**config.mk**
```make
export PLATFORM = sky130hd
export DESIGN_NAME = cq_irq_agg
export DESIGN_NICKNAME = d
export VERILOG_FILES = /design/src/rtl/cq_irq_pkg.sv /design/src/rtl/cq_irq_cfg_reg.sv /design/src/rtl/cq_irq_status.sv /design/src/rtl/cq_irq_rdmux.sv /design/src/rtl/cq_irq_agg.sv
export SDC_FILE = /design/constraint.sdc
export NUM_CORES = 1
export LEC_CHECK = 0
export BUFFER_PORTS_ARGS = -buffer_cell sky130_fd_sc_hd__buf_2
export CORE_ASPECT_RATIO = 0.5
export CORE_MARGIN = 8
export CORE_UTILIZATION = 35
export CTS_CLUSTER_DIAMETER = 150
export DETAILED_ROUTE_END_ITERATION = 10
export GPL_TIMING_DRIVEN = 0
export PLACE_DENSITY_LB_ADDON = 0.12
export SLEW_MARGIN = 5
export SYNTH_ARGS = -nofsm -noshare
export SYNTH_HDL_FRONTEND = slang
export SYNTH_SLANG_ARGS = --single-unit
```
**constraint.sdc**
```tcl
create_clock -name clk -period 1.9 [get_ports clk]
set_clock_uncertainty 0.05 [all_clocks]
set_input_delay 0 -clock clk [delete_from_list [all_inputs] [get_ports clk]]
set_output_delay 0 -clock clk [all_outputs]
set_load 0.05 [all_outputs]
```
**src/rtl/cq_irq_pkg.sv**
```systemverilog
package cq_irq_pkg;
  localparam int OFF_STATUS = 0;
  localparam int OFF_LATCH  = 4;
  localparam int OFF_PIN    = 8;

  typedef enum logic [1:0] {
    SEL_NONE   = 2'd0,
    SEL_STATUS = 2'd1,
    SEL_LATCH  = 2'd2,
    SEL_PIN    = 2'd3
  } reg_sel_e;
endpackage

```
**src/rtl/cq_irq_cfg_reg.sv**
```systemverilog
module cq_irq_cfg_reg #(
  parameter int W = 32
) (
  input  logic         clk,
  input  logic         rst,
  input  logic         we,
  input  logic [W-1:0] d,
  output logic [W-1:0] q
);
  always_ff @(posedge clk) begin
    if (rst)     q <= '0;
    else if (we) q <= d;
  end
endmodule

```
**src/rtl/cq_irq_status.sv**
```systemverilog
module cq_irq_status #(
  parameter int W = 32
) (
  input  logic         clk,
  input  logic         rst,
  input  logic [W-1:0] evt,
  input  logic [W-1:0] latch_en,
  input  logic [W-1:0] clr,
  output logic [W-1:0] q
);
  for (genvar i = 0; i < W; i++) begin : g_bit
    always_ff @(posedge clk) begin
      if (rst)                        q[i] <= 1'b0;
      else if (evt[i] && latch_en[i]) q[i] <= 1'b1;
      else if (clr[i])                q[i] <= 1'b0;
    end
  end
endmodule

```
**src/rtl/cq_irq_rdmux.sv**
```systemverilog
module cq_irq_rdmux
  import cq_irq_pkg::*;
#(
  parameter int W      = 32,
  parameter int DATA_W = 32
) (
  input  logic              clk,
  input  logic              rst,
  input  reg_sel_e          sel,
  input  logic [W-1:0]      status,
  input  logic [W-1:0]      latch_en,
  input  logic [W-1:0]      pin_en,
  output logic [DATA_W-1:0] rdata
);
  logic [W-1:0]      pick;
  logic [DATA_W-1:0] pick_ext;

  always_comb begin
    unique case (sel)
      SEL_STATUS: pick = status;
      SEL_LATCH:  pick = latch_en;
      SEL_PIN:    pick = pin_en;
      default:    pick = '0;
    endcase
  end

  if (W < DATA_W) begin : g_pad
    assign pick_ext = {{(DATA_W-W){1'b0}}, pick};
  end else begin : g_full
    assign pick_ext = pick;
  end

  always_ff @(posedge clk) begin
    if (rst) rdata <= '0;
    else     rdata <= pick_ext;
  end
endmodule

```
**src/rtl/cq_irq_agg.sv**
```systemverilog
module cq_irq_agg
  import cq_irq_pkg::*;
#(
  parameter int NUM_SRC = 32,
  parameter int DATA_W  = 32,
  parameter int ADDR_W  = 4
) (
  input  logic               clk,
  input  logic               rst,
  input  logic [NUM_SRC-1:0] evt_i,
  input  logic [ADDR_W-1:0]  reg_addr,
  input  logic [DATA_W-1:0]  reg_wdata,
  input  logic               reg_wr,
  output logic [DATA_W-1:0]  reg_rdata,
  output logic               irq_o
);
  reg_sel_e           sel;
  logic               wr_stat;
  logic               wr_latch;
  logic               wr_pin;
  logic [NUM_SRC-1:0] wbits;
  logic [NUM_SRC-1:0] clr_mask;
  logic [NUM_SRC-1:0] status_q;
  logic [NUM_SRC-1:0] len_q;
  logic [NUM_SRC-1:0] pen_q;

  always_comb begin
    if      (reg_addr == ADDR_W'(OFF_STATUS)) sel = SEL_STATUS;
    else if (reg_addr == ADDR_W'(OFF_LATCH))  sel = SEL_LATCH;
    else if (reg_addr == ADDR_W'(OFF_PIN))    sel = SEL_PIN;
    else                                      sel = SEL_NONE;
  end

  assign wr_stat  = reg_wr && (sel == SEL_STATUS);
  assign wr_latch = reg_wr && (sel == SEL_LATCH);
  assign wr_pin   = reg_wr && (sel == SEL_PIN);
  assign wbits    = reg_wdata[NUM_SRC-1:0];
  assign clr_mask = wr_stat ? ~wbits : '0;

  cq_irq_cfg_reg #(.W(NUM_SRC)) u_latch (
    .clk(clk), .rst(rst), .we(wr_latch), .d(wbits), .q(len_q)
  );

  cq_irq_cfg_reg #(.W(NUM_SRC)) u_pin (
    .clk(clk), .rst(rst), .we(wr_pin), .d(wbits), .q(pen_q)
  );

  cq_irq_status #(.W(NUM_SRC)) u_status (
    .clk(clk), .rst(rst), .evt(evt_i), .latch_en(len_q),
    .clr(clr_mask), .q(status_q)
  );

  cq_irq_rdmux #(.W(NUM_SRC), .DATA_W(DATA_W)) u_rd (
    .clk(clk), .rst(rst), .sel(sel), .status(status_q),
    .latch_en(len_q), .pin_en(pen_q), .rdata(reg_rdata)
  );

  always_ff @(posedge clk) begin
    if (rst) irq_o <= 1'b0;
    else     irq_o <= |(status_q & pen_q);
  end
endmodule

```
# Yosys cells after proc, flatten, opt, wreduce, memory -nomap -nowiden
# Index checks and enable logic that the tools add are counted.
[word_totals]
word_cells = 181
out_inout_bits = 33
inputBits = 71
reg_bits = 129
[classes]
n_mux = 69
bitwise_logic = 2
n_eq_ne = 5
n_reduce_logical = 69
[ops]
columns = ["operator", "count"]
rows = [
  ["case mux 32 bit (3 select lines)", 1],
  ["2-to-1 mux 1 bit", 64],
  ["nonzero test 2 bit", 32],
  ["logical AND 1 bit", 35],
  ["bitwise AND 32 bit", 1],
  ["2-to-1 mux 32 bit", 1],
  ["NOT 32 bit", 1],
  ["OR reduction 32 bit", 1],
  ["2-to-1 mux 2 bit", 3],
  ["== test 2 bit, second input constant", 2],
  ["== test 4 x 3 -> 1 bit, second input constant", 1],
  ["== test 4 bit, second input constant", 1],
  ["logical NOT 4 bit", 1],
  ["== test 2 x 1 -> 1 bit, second input constant", 1],
]

# Depth between registers and ports, before layout
# Gate-level depths: netlist (run 1).
[depth]
ltp_word = 9
depth_mapped = 5
ltp_nobuf = 3

# By module
# A second synthesis (run 1) with hierarchy kept.
[hier_totals]
cells_unflattened = 548
area_unflattened_um2 = 5378.9
[by_module_without_submodules]
columns = ["module", "n_inst", "seq_area_each_um2", "area_each_um2", "cells_per_inst"]
rows = [
  ["cq_irq_cfg_reg", 2, 640.6, 1163.6, 103],
  ["cq_irq_rdmux", 1, 640.6, 1500.2, 145],
  ["cq_irq_status", 1, 640.6, 1154.9, 131],
  ["cq_irq_agg", 1, 20.0, 396.6, 66],
]

# Worst setup path before layout (run 1)
# Ideal clock, no wire load.
[synth_timing]
kind = "input-to-reg"
start = "in reg_addr[3]"
end = "reg u_status.q[21]"
arrival_ns = 1.040
n_path_buf = 2
setup_time_ns = 0.132
setup_slack_ns = 0.678
t_required_ns = 1.718
stages = 5
cell_sequence = "or4_1 buf_2 buf_6 o31ai_2 a21oi_1"
[synth_via]
elab_chain_len = 8
elab_cells_between_ends = 10
cone_classes = "eq/ne: 3; mux: 4; reduce/logical: 3"
[synth_lines]
columns = ["element", "line_no", "source"]
rows = [
  ["start: declaration", "cq_irq_agg.sv:11", "input logic [ADDR_W-1:0] reg_addr,"],
  ["== test 4 bit", "cq_irq_agg.sv:30", "else if (reg_addr == ADDR_W'(OFF_PIN)) sel = SEL_PIN;"],
  ["2-to-1 mux 2 bit", "cq_irq_agg.sv:30", ""],
  ["2-to-1 mux 2 bit", "cq_irq_agg.sv:29", "else if (reg_addr == ADDR_W'(OFF_LATCH)) sel = SEL_LATCH;"],
  ["2-to-1 mux 2 bit *", "cq_irq_agg.sv:28", "if (reg_addr == ADDR_W'(OFF_STATUS)) sel = SEL_STATUS;"],
  ["== test 2 x 1 -> 1 bit *", "cq_irq_agg.sv:34", "assign wr_stat = reg_wr && (sel == SEL_STATUS);"],
  ["logical AND 1 bit *", "cq_irq_agg.sv:34", ""],
  ["2-to-1 mux 32 bit *", "cq_irq_agg.sv:38", "assign clr_mask = wr_stat ? ~wbits : '0;"],
  ["nonzero test 2 bit (no source line) *", "--", ""],
  ["end signal: indexed assignment", "cq_irq_status.sv:13", "if (rst) q[i] <= 1'b0;"],
  ["end signal: indexed assignment", "cq_irq_status.sv:14", "else if (evt[i] && latch_en[i]) q[i] <= 1'b1;"],
  ["end signal: indexed assignment", "cq_irq_status.sv:15", "else if (clr[i]) q[i] <= 1'b0;"],
  ["end: declaration", "cq_irq_status.sv:9", "output logic [W-1:0] q"],
]
# Mark *: on every way between the ends. The rest lies on a longest branch, timed or not.
# A chain may end at the register's enable or synchronous reset.

# Final worst setup path (run 1)
[layout_timing]
start = "in reg_wr"
end = "reg u_status.q[23]"
[layout_via]
elab_chain_len = 3
[layout_lines]
columns = ["element", "line_no", "source"]
rows = [
  ["start: declaration", "cq_irq_agg.sv:13", "input logic reg_wr,"],
  ["logical AND 1 bit", "cq_irq_agg.sv:34", ""],
  ["2-to-1 mux 32 bit", "cq_irq_agg.sv:38", ""],
  ["nonzero test 2 bit (no source line)", "--", ""],
]
# No other way between the ends.

==> results of run 1 <==
## registers in the layout (all words and copies together), names as in the netlist
| name | count |
|---|---|
| u_rd.rdata | 32 |
| u_latch.q | 32 |
| u_status.q | 32 |
| u_pin.q | 32 |
| irq_o | 1 |
## worst min path at each step
stage	from	endpoint	slack, ns	depth (start not counted)
6_report	reg_addr[1]	u_rd.rdata[14]	0.01	3
5_1_grt	reg_addr[1]	u_rd.rdata[13]	0.05	3
4_1_cts	reg_addr[1]	u_rd.rdata[14]	0.01	3
3_5_place_dp	evt_i[10]	u_status.q[10]	0.21	3
3_3_place_gp	evt_i[10]	u_status.q[10]	0.20	3
2_1_floorplan	evt_i[0]	u_status.q[0]	0.09	2
## stage by stage
stage | hold WS, ns | area (sq um)
after detailed placement | 0.207 | 5990
after floorplan | 0.0928 | 5230
after CTS | 0.0111 | 7580
after global placement | 0.199 | 5990
after global routing | 0.0463 | 7580
final | 0.0101 | 7580
## cell usage after synthesis
cell | instances | area share, %
a21oi_1 | 128 | 12
buf_2 | 18 | 1.7
o41a_1 | 1 | 0.22
a2111o_1 | 1 | 0.22
o21ai_1 | 10 | 0.96
o31ai_2 | 30 | 7.2
nand4_1 | 4 | 0.48
nor4b_1 | 2 | 0.33
inv_1 | 2 | 0.14
a22oi_1 | 48 | 6.9
clkbuf_1 | 37 | 2.7
nand3_1 | 64 | 6.1
or4b_1 | 2 | 0.38
nand2_1 | 64 | 4.6
or4_1 | 1 | 0.14
nor4_2 | 1 | 0.24
buf_6 | 3 | 0.65
dfxtp_1 | 129 | 49
o21ai_0 | 54 | 5.2
o31ai_1 | 2 | 0.29
## per-layer routing
layer	GRT usage [%]	up-vias	share of wire, %
met4	5.07	0	1.1
met3	4.90	24	7.8
met5	0	-	0
met1	29.7	2754	48
li1	-	2655	-
met2	32.5	243	43
## timing repair
item	in CTS	in global routing
endpoints found under the hold margin	98	0
gates resized for setup	0	0
hold buffers	101	0
buffers inserted	0	0
## layout by cell type (no fill, tap or decap)
cell type	netlist	routed
nor4b_1	2	2
buf_6	3	3
dfxtp_1	129	129
o21ai_1	10	10
a21oi_1	128	128
clkbuf_1	37	39
a22oi_1	48	48
or4_1	1	1
clkinv_2	0	5
o31ai_1	2	2
inv_1	2	2
clkinvlp_4	0	2
dlygate4sd3_1	0	101
o31ai_2	30	30
a2111o_1	1	1
nand2_1	64	64
nand4_1	4	4
clkbuf_8	0	3
clkinv_4	0	1
o41a_1	1	1
nand3_1	64	64
bufinv_16	0	2
o21ai_0	54	54
or4b_1	2	2
buf_2	18	120
nor4_2	1	1
clkbuf_16	0	17
## power by group
part | leakage, uW | internal [uW] | total (uW) | switching (uW)
Sequential | 0.00104 | 2730 | 2750 | 22.1
Clock | 0.000286 | 2030 | 3270 | 1250
Combinational | 0.00141 | 200 | 493 | 293
Total | 0.00273 | 4950 | 6520 | 1560
## tightest hold or removal path, stage by stage
cell,delay (ns)
buf_2,0.14
a2111o_1,0.20
a21oi_1,0.07
## cells by family after synthesis
| kind of cell | Yosys count | synth area share, % |
|---|---|---|
| buffers and inverters | 60 | 5.17 |
| and+or+nand+nor | 138 | 12.3 |
| DFF | 129 | 49.4 |
| AOI/OAI and AO/OA | 274 | 33.2 |
## cell type report
class                   instances  area share, %
flip-flops and latches        129           34.1
multi-input cells             412           31.4
repair buffers                203           20.1
clock buffers                  22           6.25
plain buffers                  58           3.47
well taps                     198           3.27
clock inverters                10           1.44
inverters                       2         0.0990
==> summary.txt, run 1 <==
Run status
  • Status: complete, no violations

Setup path
  • Crit path max-delay family: buffers and inverters
  • Cells along the critical path: buf_2 -> inv_1 -> buf_2 -> clkbuf_1 -> o31ai_2 -> a21oi_1 -> dlygate4sd3_1
  • Worst reg2reg path depth: 3
  • Worst path most repeated cell: buf_2
  • Crit. Startpoint: reg_wr
  • Levels on crit path: 7
  • WP data required: 2.21 ns
  • Critical setup path kind: primary input to flop
  • FF-to-FF End: irq_o
  • RR Startpoint: u_status.q[2]
  • Critical path's slowest cell: clkbuf_1
  • CP Launch Type: primary input
  • CP endpoint: u_status.q[23]
  • Critical path fanouts, max: 10
  • Crit path buffers/inverters: 5
  • Worst Path Arrival: 2.08 ns
  • CP Capture Type: flop
  • Crit path largest cell delay: 0.62 ns
  • R2r setup slk: 0.44 ns

Clock network
  • Clock transition at the registers of the reported paths: 0.06 ns
  • CTS tree: done
  • Clock Latency Late Sink: 0.42 ns
  • Total CTS buffers: 17
  • CTS sink cnt: about 130
  • CTS H-Tree Depth: 4
  • CTS max path bufs: 2
  • CTS root buf: clkbuf_16

Drt
  • Initial drt markers: 618
  • Final WL: 20500 um
  • Router iterations before antenna repair: 5
  • DRT antenna net count: 0
  • DR vias: ~5700
  • # DRC: 0
  • Routed vias/inst: 5.49
  • Routed WL per cell: between 15 and 20 um

STA
  • Worst rel slew slack: between 40% and 50%
  • Setup ws final: between 0.1 and 0.15 ns
  • Fin crit share: between 90% and 100%
  • Setup_tns: 0 ns
  • Count of final setup violators: 0
  • Fmax: 563 MHz
  • Crit path time final: 1.78 ns
  • Worst Max-Slew Pin Slew: 0.757 ns
  • Fin. Hold Viols: 0
  • Max-slew violations: 0
  • RSZ-0062 raised after global routing: no

Final layout
  • Area growth from synthesis to layout: 45.0%
  • Reg area: 2580 sq um
  • Multi-input gate area: 2380 sq um
  • Share of layout cells above drive strength 1: 22.0%
  • Nets: 894
  • N_diodes: 0
  • Post-layout util: between 50% and 60%
  • Filler Cell Count: 1372
  • Finished Layout Cells: about 1000

Floorplanning
  • Num rows: 31
  • Starting Density: 36.0%
  • Die Area: 19300 sq um
  • Io pins: 104
  • Height of the die: 102 um
  • Core area: 14500 sq um
  • Die Wd: 189 um

Placed design
  • GPL Wtd Cong: 0.854
  • Port bufs: 102
  • DP Worst Slack: 0.221 ns
  • Inst Count DP: 901
  • Detailed Place HPWL: about 14000 um

Synthesis
  • Synth warn: 0
  • Mapped Cells: between 600 and 700
  • FF+latch count, synth: 129
  • Synthesized area per cell: a little under 9 sq um
  • Post-Syn Area: 5230 sq um
  • Netlist cell types: 20
  • Synthesized net count: roughly 670
  • Seq/Total Area, Yosys: between 40% and 50%

GRT
  • Largest net degree at the start of global routing: 17
  • Vias in the first global route: ~5600
  • GRT Util Overall: 21.2%
  • Global-route wire length before repair: ~32000 um
  • Total grt overflow: 0
  • Initial antenna violation count: 0

Pwr
  • Final total power: around 6500 uW
  • Leak pwr: 0.00273 uW
  • VDD IR max: 0.637 mV
  • Power Density: 859 nW/um^2

Worst hold path
  • Worst Hold Class: primary input to flop

Run
  • Max cap viols: 0
(Power assumes the default switching activity.)
==> run 2, diff against run 1 <==
REMOVE_ABC_BUFFERS = 1   (was not set)
==> run 2 against run 1 <==
Against the previous run: die area did not move; final cell count down 7.3%; power down 2.6%.
==> summary.txt, run 2 (same netlist as run 1, synthesis figures left out) <==
Final layout
  • Post-layout util: 49.5% (-2.7 points)
  • Post-route design area: 7200 sq um (-5.1%)
  • Share of layout cells above drive strength 1: 24.7% (+2.7 points)
  • Finished Layout Cells: 959 (-7.3%)
  • Commonest cells after routing, fill and taps aside: dfxtp_1 (129), a21oi_1 (128), buf_2 (101), dlygate4sd3_1 (66)
  • Filler Cell Count: 1390 (+1.3%)
  • Area growth from synthesis to layout: 37.6%
  • Nets: 821 (-8.2%)
  • N_diodes: 0 (unchanged)
  • Most common cell after layout, fill and taps aside: dfxtp_1

Drt
  • # DRC: 0 (unchanged)
  • Router iterations before antenna repair: 5 (unchanged)
  • DR vias: 5106 (-10%)
  • Final WL: 16600 um (-19%)
  • DRT antenna net count: 0 (unchanged)
  • Initial drt markers: 300 (-51%)
  • Routed vias/inst: 5.32 (-3.0%)
  • Routed WL per cell: 17.3 um (-13%)

Floorplanning
  • Num rows: 31 (unchanged)
  • Io pins: 104 (unchanged)
  • Starting Density: 36.0% (unchanged)
  • Height of the die: 102 um (unchanged)
  • Core area: 14500 sq um (unchanged)
  • Die Area: 19300 sq um (unchanged)
  • Die Wd: 189 um (unchanged)

GRT
  • Gr busiest metal: met2
  • Vias in the first global route: 5046 (-9.6%)
  • Total grt overflow: 0 (unchanged)
  • Initial antenna violation count: 0 (unchanged)
  • Met1 usage: 22.6% (-7.1 points)
  • Met3 Use GR: 3.47% (-1.4 points)
  • Met2 GRT Util: 28.3% (-4.2 points)
  • Global-route wire length before repair: 26900 um (-15%)
  • Largest net degree at the start of global routing: 69 (+52)
  • GRT Util Overall: 17.1% (-4.1 points)

Clock network
  • CTS root buf: clkbuf_16
  • CTS tree: done
  • Buffer count from post-CTS setup fixing: 0 (unchanged)
  • CTS sink cnt: 129 (unchanged)
  • Total CTS buffers: 17 (unchanged)
  • CTS H-Tree Depth: 4 (unchanged)
  • Clock transition at the registers of the reported paths: 0.06 ns (about the same)
  • Clock Latency Late Sink: 0.40 ns (-0.02 ns)
  • CTS max path bufs: 2 (unchanged)

Setup path
  • WP data required: 2.14 ns (-0.07 ns)
  • CP Launch Type: primary input
  • Critical path fanouts, max: 12 (+2)
  • Cells along the critical path: buf_2 -> or4_2 -> o31ai_2 -> a21oi_1 -> dlygate4sd3_1
  • CP Capture Type: flop
  • R2r setup slk: 0.50 ns (+0.06 ns)
  • Crit path buffers/inverters: 2 (-3)
  • Critical path's slowest cell: or4_2
  • Worst reg2reg path depth: 3 (unchanged)
  • Crit path largest cell delay: 0.94 ns (+0.32 ns)
  • Critical setup path kind: primary input to flop
  • Worst Path Arrival: 2.02 ns (-0.06 ns)
  • Levels on crit path: 5 (-2)
  • Crit path max-delay family: simple AND/OR/NAND/NOR gates

STA
  • Count of final setup violators: 0 (unchanged)
  • Crit path time final: 1.79 ns (+0.0103 ns)
  • Worst rel slew slack: 17.4% (-32 points)
  • Fin crit share: 94.0% (+0.54 points)
  • Max-slew violations: 0 (unchanged)
  • Fmax: 560 MHz (-0.58%)
  • Fin. Hold Viols: 0 (unchanged)
  • RSZ-0062 raised after global routing: no
  • Worst Max-Slew Pin Slew: 1.24 ns (+0.482 ns)

Pwr
  • VDD IR max: 0.611 mV (-4.1%)
  • Leak pwr: 0.00247 uW (-9.7%)
  • Power Density: 882 nW/um^2 (+2.6%)

Run status
  • Status: complete, no violations

Placed design
  • Inst Count DP: 863 (-4.2%)
  • GPL Wtd Cong: 0.714 (-16%)
  • Area post-placement: 5970 sq um (-0.25%)
  • Detailed Place HPWL: 9910 um (-29%)
  • Port bufs: 103 (+0.98%)

Worst hold path
  • Hold Crit Depth: 4 (+1)
  • Worst Hold Class: primary input to flop

Run
  • Max cap viols: 0 (unchanged)
[run 2: cell types whose count changed in the layout (fill, tap and decap cells not counted), sizes merged]
| cell | delta |
|---|---|
| clkbuf | -40 |
| dlygate4sd3 | -35 |
| clkinvlp | +1 |
| buf | -1 |
[run 2: where the power goes]
group	leakage [uW]	switching (uW)	internal (uW)
clock	0.000270	1200	1940
sequential	0.00104	17.7	2730
combinational	0.00116	260	195
[run 2: per-stage QoR]
stage	TNS, ns	setup WS, ns	hold WS, ns	power (uW)
final	0	0.114	0.0249	6350
after global routing	0	0.0620	0.0218	6580
after CTS	0	0.123	0.0118	6400
after detailed placement	-36.08	-0.537	0.204	3160
after global placement	-865.79	-8.76	0.198	3120
after floorplan	-359.40	-3.96	0.0191	2900
[run 2: path summary, 6_finish.rpt]
check                              startpoint        endpoint
worst min-delay path              reg_addr[3]  u_rd.rdata[24]
worst max-delay path              reg_addr[3]  u_status.q[25]
worst min register to register  u_latch.q[10]  u_status.q[10]
worst max register to register  u_status.q[0]           irq_o
[run 2: per-layer routing]
metal,routed length (um),share of wire [%],vias to the layer above
met5,0,0,-
met4,75,0.45,0
met3,833,5.0,4
met2,7870,47,136
met1,7800,47,2454
li1,-,-,2512
[run 2: worst reg2reg max path, stage by stage (launching register included)]
cell	delay, ns
dfxtp_1	0.33
a22oi_1	0.31
nand4_1	0.20
o41a_1	0.39
[run 2: layout make-up]
type	instances	area, sq um	share of cell area, %
clock buffer	19	443	6.16
clock inverter	11	116	1.62
inverter	2	10.0	0.139
multi-input combinational	412	2400	33.4
sequential	129	2580	35.9
tap	198	248	3.44
timing repair buffer	188	1400	19.4
[run 2: what timing repair did]
action,in CTS,in global routing
hold endpoints to repair,96,0
gates resized for setup,1,0
endpoints found under the setup margin,59,0
hold buffers,66,0
==> run 3, diff against run 2 <==
ABC_AREA = 1   (was not set)
PLACE_DENSITY = 0.65   (was not set)
PLACE_DENSITY_LB_ADDON = not set   (was 0.12)
clock period = 1.8 ns   (was 1.9 ns; I/O delays follow)
==> run 3 against run 2 <==
Against the previous run: combinational power is 2% lower; non-clock buffer count shrank 2; setup slack better by 0.015 ns; critical path type unchanged; critical endpoint is now u_status.q[14]; largest power group unchanged; highest routed layer unchanged.
==> summary.txt, run 3 <==
Setup path
  • Crit path largest cell delay: 0.63 ns (-0.31 ns)
  • Cells along the critical path: buf_4 -> inv_1 -> nor2_4 -> nand2_1 -> nand2_1 -> a21oi_1 -> dlygate4sd3_1
  • Critical setup path kind: primary input to flop
  • Critical path's slowest cell: buf_4
  • WP data required: 2.04 ns (-0.10 ns)
  • Critical path fanouts, max: 67 (+55)
  • Worst Path Arrival: 1.91 ns (-0.11 ns)
  • CP Launch Type: primary input
  • Crit path max-delay family: buffers and inverters
  • CP Capture Type: flop
  • Worst path most repeated cell: nand2_1
  • Crit path buffers/inverters: 3 (+1)

STA
  • Fin crit share: between 90% and 100%
  • Max-slew violations: 0 (unchanged)
  • Fin. Hold Viols: 0 (unchanged)
  • Worst Max-Slew Pin Slew: 0.866 ns (-0.373 ns)
  • Fmax: about 600 MHz
  • Worst rel slew slack: 42.1% (+25 points)
  • Hold slack: 0.0124 ns (-0.0125 ns)
  • Setup ws final: 0.128 ns (+0.0145 ns)
  • Crit path time final: 1.67 ns
  • Count of final setup violators: 0 (unchanged)
  • RSZ-0062 raised after global routing: no

Drt
  • Router iterations before antenna repair: 4 (-1)
  • Initial drt markers: 325 (+8.3%)
  • DR vias: 5556 (+8.8%)
  • DRT antenna net count: 0 (unchanged)
  • Final WL: 16500 um (-0.35%)
  • # DRC: 0 (unchanged)
  • Routed WL per cell: 14.1 um (-18%)
  • Routed vias/inst: 4.74 (-11%)

Final layout
  • Commonest cells after routing, fill and taps aside: nand2_1 (341), dfxtp_1 (129), buf_2 (101), a21oi_1 (96), nand3_1 (95)
  • Multi-input gate area: 2360 sq um (-1.6%)
  • N_diodes: 0 (unchanged)
  • Area growth from synthesis to layout: 36.4%
  • Nets: 1027 (+25%)
  • Filler Cell Count: 1503 (+8.1%)
  • Reg area: 2580 sq um (unchanged)
  • Post-layout util: 48.8% (-0.64 points)
  • Share of layout cells above drive strength 1: 15.6% (-9.1 points)
  • Most common cell after layout, fill and taps aside: nand2_1

Clock network
  • CTS max path bufs: 2 (unchanged)
  • CTS sink cnt: 129 (unchanged)
  • CTS H-Tree Depth: 4 (unchanged)
  • Clock Latency Late Sink: 0.41 ns (about the same)
  • Clock transition at the registers of the reported paths: 0.06 ns (about the same)
  • Total CTS buffers: 17 (unchanged)
  • CTS root buf: clkbuf_16
  • CTS tree: done

Synthesis
  • Area fraction of the dominant cell type after synthesis: 46.8% (-2.6 points)
  • Post-Syn Area: 5520 sq um (+5.5%)
  • Synth area leader: dfxtp_1
  • Ys async rst share: 0% (unchanged)
  • Synth warn: 0 (unchanged)
  • List of most frequent post-synthesis cells: nand2_1 (343), dfxtp_1 (129), a21oi_1 (96), nand3_1 (95), inv_1 (69)
  • Mapped Cells: 798 (+33%)
  • Netlist cell types: 18 (-10%)
  • Top area cells in the synthesized netlist: dfxtp_1 (47%), nand2_1 (23%), a21oi_1 (8.7%)
  • FF+latch count, synth: 129 (unchanged)
  • Post-synth EDFFs: 0 (unchanged)
  • Seq/Total Area, Yosys: 46.8% (-2.6 points)
  • Main synth FF type: dfxtp_1
  • Top-count cell post-synth: nand2_1
  • Synthesized area per cell: 6.92 sq um (-21%)

GRT
  • GRT Util Overall: 16.1% (-1.0 points)
  • Vias in the first global route: 5482 (+8.6%)
  • Initial antenna violation count: 0 (unchanged)
  • Largest net degree at the start of global routing: 76 (+10%)
  • Global-route wire length before repair: 27000 um (+0.26%)
  • Total grt overflow: 0 (unchanged)

Floorplanning
  • Core area: 15400 sq um (+6.0%)
  • Height of the die: 105 um (+2.3%)
  • Die Area: 20300 sq um (+4.8%)
  • Num rows: 32 (+3.2%)
  • Die Wd: 194 um (+2.5%)
  • Io pins: 104 (unchanged)
  • Starting Density: 35.8% (-0.15 points)

Placed design
  • Port bufs: 103 (unchanged)
  • GPL Wtd Cong: 0.760 (+6.4%)
  • Detailed Place HPWL: 9740 um (-1.7%)
  • DP Worst Slack: -1.04 ns (-0.499 ns)

Run status
  • Status: complete, no violations

Pwr
  • Leak pwr: 0.00338 uW (+37%)
  • Power Density: 917 nW/um^2 (+4.0%)
  • VDD IR max: 0.638 mV (+4.5%)

Run
  • Max cap viols: 0 (unchanged)

Worst hold path
  • Worst Hold Class: primary input to flop
## run 3: cell types whose count changed in the layout (fill, tap and decap cells not counted), moves of 31 or more
cell     previous run  this run
nand2_1            64       341
inv_1               1        67
o21ai_0            54         0
a22oi_1            48         0
a21oi_1           128        96
nand3_1            64        95
## run 3: per-layer routing
metal / wire length (um) / vias up / GRT usage, %
met2: 8180 / 131 / 28.2
met1: 7390 / 2592 / 19.4
met5: 0 / - / 0
met3: 694 / 21 / 3.30
met4: 248 / 0 / 6.28
li1: - / 2812 / -
## run 3: cell type report
| cell class | count | area share, % |
|---|---|---|
| tap | 204 | 3.39 |
| multi-input combinational | 551 | 31.4 |
| timing repair buffer | 186 | 19.3 |
| clock inverter | 5 | 1.33 |
| clock buffer | 25 | 6.72 |
| inverter | 71 | 3.59 |
| sequential | 129 | 34.3 |
## run 3: logic make-up (layout without fill, tap and decap cells)
logic type | after synthesis | count (layout) | synth area share (%)
DFF | 129 | 129 | 46.8
AOI/OAI and AO/OA | 97 | 97 | 8.86
buffers and inverters | 118 | 287 | 10.9
and+or+nand+nor | 454 | 454 | 33.5
## run 3: power breakdown
| group | switching [uW] | leakage, uW | internal (uW) |
|---|---|---|---|
| Combinational | 242 | 0.00204 | 206 |
| Clock | 1210 | 0.000299 | 2350 |
| Sequential | 17.8 | 0.00104 | 2880 |
## run 3: final timing paths
check	start	to	slack, ns	cells past startpoint
min reg2reg	u_latch.q[17]	u_status.q[17]	0.42	2
max reg2reg	u_latch.q[14]	u_status.q[14]	0.55	3
min	reg_addr[2]	u_rd.rdata[7]	0.01	6
max	reg_wr	u_status.q[14]	0.13	7
## run 3: worst reg2reg max path, delay by kind of cell (launching register included)
kind                   cells  cell delay (ns)
DFF                        1             0.36
buffers and inverters      1             0.56
and+or+nand+nor            1             0.08
AOI/OAI and AO/OA          1             0.15
## run 3: per-stage QoR
stage | power (uW) | setup TNS [ns] | cell area [sq um] | instances
final | 6910 | 0 | 7530 | 1171
after global routing | 7130 | 0 | 7530 | 1171
after CTS | 6950 | 0 | 7520 | 1171
after detailed placement | 3290 | -65.20 | 6170 | 1067
after global placement | 3250 | -427.26 | 5960 | 1058
after floorplan | 3050 | -126.51 | 5190 | 751
## run 3: timing repair
action	CTS	global route
endpoints found under the hold margin	98	0
resized for setup	2	1
hold buffers	74	0
endpoints found under the setup margin	64	29
buffers inserted	0	0
